<file path="config.mk">
export PLATFORM = sky130hd
export DESIGN_NAME = mm_timer16
export DESIGN_NICKNAME = d
export VERILOG_FILES = /design/src/rtl/tmr_pkg.sv /design/src/rtl/tmr_pinsync.sv /design/src/rtl/tmr_prescale.sv /design/src/rtl/tmr_dbuf.sv /design/src/rtl/tmr_core.sv /design/src/rtl/mm_timer16.sv
export SDC_FILE = /design/constraint.sdc
export NUM_CORES = 1
export LEC_CHECK = 0
export BUFFER_PORTS_ARGS = -buffer_cell sky130_fd_sc_hd__buf_2
export CORE_MARGIN = 3
export CORE_UTILIZATION = 59
export CTS_CLUSTER_DIAMETER = 50
export DETAILED_ROUTE_END_ITERATION = 8
export HOLD_SLACK_MARGIN = 0.1
export PLACE_DENSITY = 0.85
export SLEW_MARGIN = 25
export SYNTH_ARGS = -nofsm -noshare
export SYNTH_HDL_FRONTEND = slang
export SYNTH_SLANG_ARGS = --single-unit
</file>
<file path="constraint.sdc">
create_clock -name clk -period 5.4 [get_ports clk]
set_input_delay 1.08 -clock clk [delete_from_list [all_inputs] [get_ports clk]]
set_output_delay 1.08 -clock clk [all_outputs]
set_load 0.02 [all_outputs]
</file>
<file path="src/rtl/tmr_pkg.sv">
// Shared types and register map of the multi-mode timer.
// Assumes an 8-bit control register; field order is fixed by the struct below.
package tmr_pkg;

    typedef enum logic [1:0] {
        MODE_TIMER  = 2'b00,
        MODE_WINDOW = 2'b01,
        MODE_PULSE  = 2'b10,
        MODE_PPG    = 2'b11
    } tmr_mode_e;

    typedef enum logic [1:0] {
        RUN_STOP = 2'b00,
        RUN_CMD  = 2'b01,
        RUN_RISE = 2'b10,
        RUN_FALL = 2'b11
    } tmr_run_e;

    typedef struct packed {
        logic       ff_init;   // bit 7
        logic       opt;       // bit 6, mode dependent
        tmr_mode_e  mode;      // bits 5:4
        logic [1:0] clk_sel;   // bits 3:2
        tmr_run_e   run;       // bits 1:0
    } tmr_ctrl_t;

    localparam logic [1:0] CLK_PIN = 2'b11;

    localparam logic [2:0] ADR_CTRL   = 3'd0;
    localparam logic [2:0] ADR_A_LO   = 3'd1;
    localparam logic [2:0] ADR_A_HI   = 3'd2;
    localparam logic [2:0] ADR_B_LO   = 3'd3;
    localparam logic [2:0] ADR_B_HI   = 3'd4;
    localparam logic [2:0] ADR_CNT_LO = 3'd5;
    localparam logic [2:0] ADR_CNT_HI = 3'd6;

endpackage

</file>
<file path="src/rtl/tmr_pinsync.sv">
// Two-flop synchronizer and edge detector for the external event pin.
// Assumes the pin is asynchronous to clk; outputs are one-cycle edge pulses.
module tmr_pinsync (
    input  logic clk,
    input  logic rst_n,
    input  logic pin_i,
    output logic level_o,
    output logic rise_o,
    output logic fall_o
);
    logic sync1_q, sync2_q, prev_q;

    // Resynchronize the pin and keep one delayed copy for edge detection.
    always_ff @(posedge clk) begin
        if (!rst_n) begin
            sync1_q <= 1'b0;
            sync2_q <= 1'b0;
            prev_q  <= 1'b0;
        end else begin
            sync1_q <= pin_i;
            sync2_q <= sync1_q;
            prev_q  <= sync2_q;
        end
    end

    assign level_o = sync2_q;
    assign rise_o  = sync2_q & ~prev_q;
    assign fall_o  = ~sync2_q & prev_q;

endmodule

</file>
<file path="src/rtl/tmr_prescale.sv">
// Free-running prescaler and count-source selector.
// Codes 0..2 pick a tap (one tick per 2^TAPn clocks); code 3 picks a pin edge.
// Assumes TAP0 is the largest tap and equals PRE_W.
module tmr_prescale #(
    parameter int PRE_W = 11,
    parameter int TAP0  = 11,
    parameter int TAP1  = 7,
    parameter int TAP2  = 3
) (
    input  logic       clk,
    input  logic       rst_n,
    input  logic [1:0] clk_sel,
    input  logic       use_fall,
    input  logic       pin_rise,
    input  logic       pin_fall,
    output logic       tick_o
);
    localparam int NTAP = 3;

    logic [PRE_W-1:0] pre_q;
    logic [NTAP:0]    tap_tick;

    // Free-running divider that all taps are decoded from.
    always_ff @(posedge clk) begin
        if (!rst_n) pre_q <= '0;
        else        pre_q <= pre_q + 1'b1;
    end

    for (genvar i = 0; i < NTAP; i++) begin : g_tap
        localparam int W = (i == 0) ? TAP0 : (i == 1) ? TAP1 : TAP2;
        assign tap_tick[i] = &pre_q[W-1:0];
    end
    assign tap_tick[NTAP] = 1'b0;

    // Pick the active count source.
    always_comb begin
        if (clk_sel == 2'b11) tick_o = use_fall ? pin_fall : pin_rise;
        else                  tick_o = tap_tick[clk_sel];
    end

    // The divide-by-8 tap never ticks in two consecutive cycles.
    assert_div8_spacing_R5: assert property (@(posedge clk) disable iff (!rst_n)
        (clk_sel == 2'b10 && $stable(clk_sel) && tick_o) |=> !tick_o);

endmodule

</file>
<file path="src/rtl/tmr_dbuf.sv">
// Staging buffer plus active register written one half-word at a time.
// The active value takes the staged pair on the first commit tick after the
// high half is written; a capture input overrides and loads it directly.
module tmr_dbuf #(
    parameter int W = 16
) (
    input  logic         clk,
    input  logic         rst_n,
    input  logic         wr_lo,
    input  logic         wr_hi,
    input  logic [W/2-1:0] wdata,
    input  logic         commit,
    input  logic         cap_en,
    input  logic [W-1:0] cap_val,
    output logic [W-1:0] value_o
);
    localparam int HW = W / 2;

    logic [HW-1:0] lo_q, hi_q;
    logic          pend_q;

    // Stage written bytes, arm on high byte, move to active on tick or capture.
    always_ff @(posedge clk) begin
        if (!rst_n) begin
            lo_q    <= '1;
            hi_q    <= '1;
            pend_q  <= 1'b0;
            value_o <= '1;
        end else begin
            if (wr_lo) lo_q <= wdata;
            if (wr_hi) hi_q <= wdata;
            if (cap_en) begin
                value_o <= cap_val;
            end else if (commit && pend_q && !wr_hi) begin
                value_o <= {hi_q, lo_q};
            end
            if (wr_hi)                pend_q <= 1'b1;
            else if (commit && pend_q) pend_q <= 1'b0;
        end
    end

    // Without an armed high-byte write or a capture the active value holds.
    assert_no_commit_unarmed_R3: assert property (@(posedge clk) disable iff (!rst_n)
        (!pend_q && !cap_en) |=> $stable(value_o));

endmodule

</file>
<file path="src/rtl/tmr_core.sv">
// Counter, start/stop control, compare, capture and output flip-flop.
// Assumes tick and pin edges are single-cycle pulses in the clk domain.
module tmr_core
    import tmr_pkg::*;
#(
    parameter int CW = 16
) (
    input  logic          clk,
    input  logic          rst_n,
    input  tmr_ctrl_t     ctrl,
    input  logic          tick,
    input  logic          pin_level,
    input  logic          pin_rise,
    input  logic          pin_fall,
    input  logic [CW-1:0] cmp_a,
    input  logic [CW-1:0] cmp_b,
    output logic [CW-1:0] count_o,
    output logic          out_o,
    output logic          irq_o,
    output logic          cap_en_o,
    output logic [CW-1:0] cap_val_o
);
    tmr_run_e run_q;
    logic     running_q, done_q;
    logic     stopped, starting, trig_mode, trig_go, trig_halt;
    logic     gate_open, step, pw_cap, auto_cap, hit_a, hit_b;

    // Decode start conditions, gating, capture events and compare hits.
    always_comb begin
        stopped   = (ctrl.run == RUN_STOP);
        starting  = (run_q == RUN_STOP) && !stopped;
        trig_mode = ctrl.run[1] && ((ctrl.mode == MODE_PPG) ||
                    (ctrl.mode == MODE_TIMER && ctrl.clk_sel != CLK_PIN));
        trig_go   = (ctrl.run == RUN_RISE) ? pin_rise : pin_fall;
        trig_halt = (ctrl.run == RUN_RISE) ? pin_fall : pin_rise;
        gate_open = (ctrl.mode != MODE_WINDOW) || (pin_level == (ctrl.run != RUN_FALL));
        step      = running_q && tick && gate_open;
        pw_cap    = running_q && (ctrl.mode == MODE_PULSE) &&
                    (ctrl.opt ? ((ctrl.run == RUN_FALL) ? pin_rise : pin_fall)
                              : (pin_rise | pin_fall));
        auto_cap  = running_q && (ctrl.mode == MODE_WINDOW) && ctrl.opt;
        hit_a     = (count_o == cmp_a);
        hit_b     = (count_o == cmp_b);
        cap_en_o  = pw_cap || auto_cap;
        cap_val_o = count_o;
    end

    // Run state, counter, output flip-flop and strobe.
    always_ff @(posedge clk) begin
        if (!rst_n) begin
            run_q     <= RUN_STOP;
            running_q <= 1'b0;
            done_q    <= 1'b0;
            count_o   <= '0;
            out_o     <= 1'b0;
            irq_o     <= 1'b0;
        end else begin
            run_q <= ctrl.run;
            irq_o <= 1'b0;
            if (stopped) begin
                running_q <= 1'b0;
                done_q    <= 1'b0;
                count_o   <= '0;
            end else begin
                if (starting) out_o <= ctrl.ff_init;
                if (!running_q) begin
                    if (trig_mode ? trig_go : !done_q) running_q <= 1'b1;
                end else if (ctrl.mode == MODE_TIMER && trig_mode && ctrl.opt && trig_halt) begin
                    running_q <= 1'b0;
                    count_o   <= '0;
                end else if (ctrl.mode == MODE_PULSE) begin
                    if (pw_cap) begin
                        count_o <= '0;
                        irq_o   <= 1'b1;
                    end else if (step) begin
                        count_o <= count_o + 1'b1;
                    end
                end else if (step) begin
                    if (hit_a) begin
                        count_o <= '0;
                        irq_o   <= 1'b1;
                        out_o   <= ~out_o;
                        if (ctrl.mode == MODE_PPG && ctrl.opt) begin
                            running_q <= 1'b0;
                            done_q    <= 1'b1;
                        end
                    end else begin
                        if (ctrl.mode == MODE_PPG && hit_b) out_o <= ~out_o;
                        count_o <= count_o + 1'b1;
                    end
                end
            end
        end
    end

    // Stop clears the count one cycle later.
    assert_stop_clears_R13: assert property (@(posedge clk) disable iff (!rst_n)
        (ctrl.run == RUN_STOP) |=> (count_o == '0));

    // An idle (not yet started or halted) counter keeps its value.
    assert_idle_frozen_R10: assert property (@(posedge clk) disable iff (!rst_n)
        (!running_q && ctrl.run != RUN_STOP) |=> $stable(count_o));

    // A pulse-width capture leaves the counter at zero.
    assert_capture_clears_R8: assert property (@(posedge clk) disable iff (!rst_n)
        pw_cap |=> (count_o == '0));

endmodule

</file>
<file path="src/rtl/mm_timer16.sv">
// Top of the multi-mode timer: register bus decode, control register with
// run-time lock, two staged compare/capture registers, prescaler, pin
// synchronizer and counter core. Assumes CW/2 >= 8 (control fits one byte).
module mm_timer16
    import tmr_pkg::*;
#(
    parameter int CW    = 16,
    parameter int PRE_W = 11,
    parameter int TAP0  = 11,
    parameter int TAP1  = 7,
    parameter int TAP2  = 3
) (
    input  logic               clk,
    input  logic               rst_n,
    input  logic               reg_we,
    input  logic [2:0]         reg_addr,
    input  logic [CW/2-1:0]    reg_wdata,
    output logic [CW/2-1:0]    reg_rdata,
    input  logic               ev_pin,
    output logic               tmr_out,
    output logic               tmr_irq
);
    localparam int HW = CW / 2;

    tmr_ctrl_t     ctrl_q;
    logic          pin_lvl, pin_rise, pin_fall, tick;
    logic          b_wr_ok, cap_en;
    logic [CW-1:0] a_val, b_val, count, cap_val;

    // Control register: full write only while stopped, else run field only.
    always_ff @(posedge clk) begin
        if (!rst_n) begin
            ctrl_q <= '0;
        end else if (reg_we && reg_addr == ADR_CTRL) begin
            if (ctrl_q.run == RUN_STOP) ctrl_q     <= tmr_ctrl_t'(reg_wdata[7:0]);
            else                        ctrl_q.run <= tmr_run_e'(reg_wdata[1:0]);
        end
    end

    assign b_wr_ok = (ctrl_q.mode == MODE_PPG);

    // Read-back multiplexer.
    always_comb begin
        case (reg_addr)
            ADR_CTRL:   reg_rdata = HW'(ctrl_q);
            ADR_A_LO:   reg_rdata = a_val[HW-1:0];
            ADR_A_HI:   reg_rdata = a_val[CW-1:HW];
            ADR_B_LO:   reg_rdata = b_val[HW-1:0];
            ADR_B_HI:   reg_rdata = b_val[CW-1:HW];
            ADR_CNT_LO: reg_rdata = count[HW-1:0];
            ADR_CNT_HI: reg_rdata = count[CW-1:HW];
            default:    reg_rdata = '0;
        endcase
    end

    tmr_pinsync u_sync (
        .clk(clk), .rst_n(rst_n), .pin_i(ev_pin),
        .level_o(pin_lvl), .rise_o(pin_rise), .fall_o(pin_fall)
    );

    tmr_prescale #(.PRE_W(PRE_W), .TAP0(TAP0), .TAP1(TAP1), .TAP2(TAP2)) u_pre (
        .clk(clk), .rst_n(rst_n), .clk_sel(ctrl_q.clk_sel),
        .use_fall(ctrl_q.run == RUN_FALL),
        .pin_rise(pin_rise), .pin_fall(pin_fall), .tick_o(tick)
    );

    tmr_dbuf #(.W(CW)) u_reg_a (
        .clk(clk), .rst_n(rst_n),
        .wr_lo(reg_we && reg_addr == ADR_A_LO),
        .wr_hi(reg_we && reg_addr == ADR_A_HI),
        .wdata(reg_wdata), .commit(tick),
        .cap_en(1'b0), .cap_val('0), .value_o(a_val)
    );

    tmr_dbuf #(.W(CW)) u_reg_b (
        .clk(clk), .rst_n(rst_n),
        .wr_lo(reg_we && b_wr_ok && reg_addr == ADR_B_LO),
        .wr_hi(reg_we && b_wr_ok && reg_addr == ADR_B_HI),
        .wdata(reg_wdata), .commit(tick),
        .cap_en(cap_en), .cap_val(cap_val), .value_o(b_val)
    );

    tmr_core #(.CW(CW)) u_core (
        .clk(clk), .rst_n(rst_n), .ctrl(ctrl_q), .tick(tick),
        .pin_level(pin_lvl), .pin_rise(pin_rise), .pin_fall(pin_fall),
        .cmp_a(a_val), .cmp_b(b_val), .count_o(count),
        .out_o(tmr_out), .irq_o(tmr_irq), .cap_en_o(cap_en), .cap_val_o(cap_val)
    );

    // Configuration fields cannot move while the timer is running.
    assert_ctrl_locked_R2: assert property (@(posedge clk) disable iff (!rst_n)
        (reg_we && reg_addr == ADR_CTRL && ctrl_q.run != RUN_STOP)
        |=> $stable(ctrl_q[7:2]));

endmodule

</file>
* After elaboration in Yosys (flattened, before gate mapping)
Cells that the tools add are included.
Storage, ports and cells: input port bits 15, output and inout bits 10, register bits 110, logic and storage cells 142
Cells by class: add/sub/neg operators 2, $lt $le $gt $ge 1, eq/ne operators 18, reduce and logical (&&, ||, !) cells 48, multiplexer cells 40, bitwise gates (word level) 10
Operators with widths (count):
- 16-bit two-way mux | 8
- 8-bit case mux with 7 select lines | 1
- 16-bit == test | 2
- 1-bit two-way mux | 30
- 1-bit logical AND | 24
- 16-bit by 1-bit adder with 16-bit output (second input constant) | 1
- 11-bit by 1-bit adder with 11-bit output (second input constant) | 1
- 11-bit AND reduction | 1
- 2-bit == test (second input constant) | 5
- 3-bit == test (second input constant) | 3
- 1-bit inverter | 7
- 7-bit AND reduction | 1
- 3-bit by 2-bit == test with 1-bit output (second input constant) | 2
- 2-bit zero test | 3
- 3-bit AND reduction | 2
- 6-bit AND reduction | 1
- 2-bit nonzero test | 3
- 3-bit nonzero test | 2
- 1-bit zero test | 4
- 2-bit inequality test (second input constant) | 2
- 4-bit OR reduction | 1
- 3-bit by 1-bit == test with 1-bit output (second input constant) | 1
- 3-bit zero test | 1
- 1-bit logical OR | 3
- 9 further kinds | 10

* Logic depth before layout (Yosys ltp)
depth in word-level cells 10, gate-level depth with buffers 10, gate-level depth less buffers 8

* Modules after synthesis
Synthesis repeated with hierarchy kept, for this count alone.
Second synthesis, totals: cells, all modules 681, area total of the unflattened synthesis 6164.7 um2
By module, submodules not included:
- tmr_dbuf | area each 1452.6 um2, cells an instance 146, times used 2, seq. area each 660.6 um2
- tmr_core | area each 1800.5 um2, cells an instance 225, times used 1, seq. area each 440.4 um2
- mm_timer16 | area each 875.8 um2, cells an instance 102, times used 1, seq. area each 160.2 um2
- tmr_prescale | area each 491.7 um2, cells an instance 54, times used 1, seq. area each 220.2 um2
- tmr_pinsync | area each 91.3 um2, cells an instance 8, times used 1, seq. area each 60.1 um2

* Worst setup path after synthesis
OpenSTA, ideal clock, no wires.
kind input-to-output, start input port reg_addr[0], end output port reg_rdata[3], buffers on the path 2, slack 1784 ps, stages 6, required time 4320 ps, arrival 2536 ps, cell sequence buf_1 > clkbuf_1 > mux2i_1 > nor2_1 > a21oi_1 > o21ai_0
On the way: longest elaborated chain between the ends 2, elaborated cells between the ends (all ways) 8, classes of those cells eq/ne: 6; mux: 1; reduce/logical: 1
Ends and longest elaborated chain:
- start, declared | RTL line mm_timer16.sv:16 | input logic [2:0] reg_addr,
- 3-bit == test (tied with other cells) | RTL line mm_timer16.sv:44 | case (reg_addr)
- 8-bit case mux with 7 select lines (*) | RTL line mm_timer16.sv:44
- end, declared | RTL line mm_timer16.sv:18 | output logic [CW/2-1:0] reg_rdata,
Every way passes the cells marked *; elsewhere a longest branch is shown, timed or not.

* Final worst setup path
start input port reg_addr[0], end output port reg_rdata[5]
The elaborated chain is that of the path after synthesis.

==> flow_metrics.py <==
metrics = {
    "logic_synthesis": {
        "syn_nets": 672,
        "yosysWarnings": 0,
        "synth-async-reset-ratio": 0,
        "synth_cell_types": 51,
        "yosysTopAreaCell": "dfxtp_1",
        "ys_ff_latch": 110,
        "synthFlopType": "dfxtp_1",
        "synthTopCellsByCount": "nand2_1, dfxtp_1, nand3_1",
        "yosysMostFrequentCell": "nand2_1",
        "netlist.area_leader.share": 0.403,
        "syn_avg_cell_area_um2": 8.38,
        "syn_inst": 652,
        "yosys-top-cells-area": "dfxtp_1, nand2_1, xnor2_1",
        "synth_area_mm2": 0.00547,
        "synth-edff-count": 0,
        "ys_seq_area_frac": 0.403,
    },
    "clocking": {
        "cts_resized": 0,
        "htreeDepth": 3,
        "clk_path_buf_depth": 2,
        "clock_sinks": 110,
        "cts_hold_buf": 0,
        "cts_tree": "built",
        "numCtsBuffers": 9,
        "clk_pin_slew_ps": 110,
        "clock-root-buffer": "clkbuf_8",
        "post_cts_buffers": 0,
        "clkLatencyLatePin_ps": 400,
    },
    "timing": {
        "finalMaxSlewViolations": 0,
        "grt_setup_unrepaired": "false",
        "setup_violations": 0,
        "min_period_ps": 3570,
        "relSlewSlack": 0.432,
        "finalWorstSetupSlack_ps": 1830,
        "clock_skew_ps": 17.6,
        "tightest_slew_ps": 844,
        "fin_crit_sh": 0.661,
        "fmax_mhz": 280,
        "fin_tns_setup_ps": 0,
        "finalHoldViolations": 0,
    },
    "global_routing": {
        "grt_pass1_wl_um": 22200,
        "grt_max_degree": 95,
        "grt_overflow_total": 0,
        "track_usage": 0.278,
        "grt_pass1_vias": 4238,
        "antenna_found_initial": 0,
    },
    "critical_path": {
        "crit_type": "input port to output pin",
        "start_kind": "input port",
        "required_ps": 4320,
        "end_kind": "output pin",
        "cp.arrival_ps": 2490,
        "cp_max_fo": 22,
        "r2r_slack_ps": 2530,
    },
    "place": {
        "globalplace.congestion": 0.951,
        "place_area_mm2": 0.00553,
        "hpwl_um": 9880,
        "post-place-ws_ps": 1850,
        "io_buffers": 24,
    },
    "pwr": {
        "power_mw": 1.42,
        "ir_drop_mv": 0.183,
        "p_per_area_mw_per_mm2": 247,
        "leakage_nw": 2.26,
    },
    "run_status": {
        "run_status": "complete, no violations",
    },
    "routing": {
        "drt_iter0_markers": 520,
        "finalWirelength_um": 14100,
        "wire_per_inst_um": 18.8,
        "drcViolationCount": 0,
        "ant_nets": 0,
        "drt-pass1-iter-count": 6,
        "vias": 4709,
        "via_per_inst": 6.27,
    },
    "worst_hold_path": {
        "hold_path_class": "flop to flop",
    },
    "floorplan": {
        "core_area_mm2": 0.00885,
        "die_area_mm2": 0.0105,
        "die_h_um": 102,
        "std_cell_rows": 34,
        "top_level_ports": 25,
        "die-width_um": 102,
        "initial_utilization": 0.618,
    },
    "finish": {
        "syn2layout_area_growth_pct": 4.74,
        "nets": 658,
        "n_antenna_cell": 0,
        "final_core_util": 0.647,
        "drive_above_1_share": 0.0980,
        "final_cell_area_mm2": 0.00573,
    },
    "flow_run": {
        "maxCapViolations": 0,
    },
}
## worst max-delay path, cell delays in order
cell	delay, ps
buf_2	380
mux4_2	570
mux2_2	290
buf_2	160
## final cells by class
type / count / area, um^2
repair buffers: 25 / 128
multi-input cells: 485 / 3050
flip-flops and latches: 110 / 2200
clock buffers: 10 / 128
clock inverters: 6 / 60.1
fillers: 753 / 3120
well taps: 108 / 135
inverters: 7 / 26.3
## layer usage
layer	share of wire	global-route usage	up-vias	wire, um
met5	0	0	-	0
li1	-	-	2239	-
met1	0.42	0.387	2213	5900
met2	0.46	0.439	221	6490
met3	0.091	0.0539	36	1280
met4	0.029	0.0848	0	406
## report_power, final
group | leakage, nW | switching (mW) | total, mW | internal [mW]
combinational | 1.27 | 0.0574 | 0.0945 | 0.0370
sequential | 0.891 | 0.00919 | 0.829 | 0.820
clock | 0.0968 | 0.312 | 0.493 | 0.181
total | 2.26 | 0.378 | 1.42 | 1.04
## path summary, 6_finish.rpt
| kind | startpoint | end | cells after the start |
|---|---|---|---|
| setup / recovery | reg_addr[0] | reg_rdata[5] | 4 |
| hold / removal | u_sync.sync1_q | u_sync.level_o | 1 |
| setup reg to reg | u_sync.level_o | u_reg_b.value_o[12] | 7 |
| hold reg to reg | u_sync.sync1_q | u_sync.level_o | 1 |
## registers in the layout, indices dropped and copies added (netlist names), 2 cells and up
name,cells
u_reg_b.lo_q,8
u_reg_a.hi_q,8
u_core.run_q,2
u_reg_a.value_o,16
u_core.cap_val_o,16
u_pre.pre_q,11
u_reg_b.hi_q,8
ctrl_q,8
u_reg_a.lo_q,8
u_reg_b.value_o,16
## cell usage in the layout (no fill, tap or decap), types with 7 or more instances in the layout
cell type	count
o21ai_0	39
mux2_2	8
inv_1	7
buf_2	24
clkbuf_8	9
or3_1	8
nand3_1	53
and3_1	19
and2_1	16
xnor2_1	37
dfxtp_1	110
a21oi_1	18
nand4_1	14
nor2_1	30
a211oi_1	19
nor2b_1	14
or4_1	7
mux2i_1	28
nand2_1	111
a21boi_0	9
## cells by family after synthesis
logic type               after synthesis  share of synthesized area
buffers and inverters                 57                     0.0426
flip-flops                           110                      0.403
AND/OR/NAND/NOR                      287                      0.259
adder cells (fa/ha/maj)                5                     0.0114
AO/OA/AOI/OAI                        111                      0.127
multiplexers                          42                     0.0925
XOR/XNOR                              40                     0.0641
## metrics by stage
stage	hold WS [ps]	std cells
CTS	452	751
finish	445	751
detailed placement	423	735
floorplan	412	652
global placement	417	735
global route	471	751
Note: power is estimated with default switching activity, not from simulation.
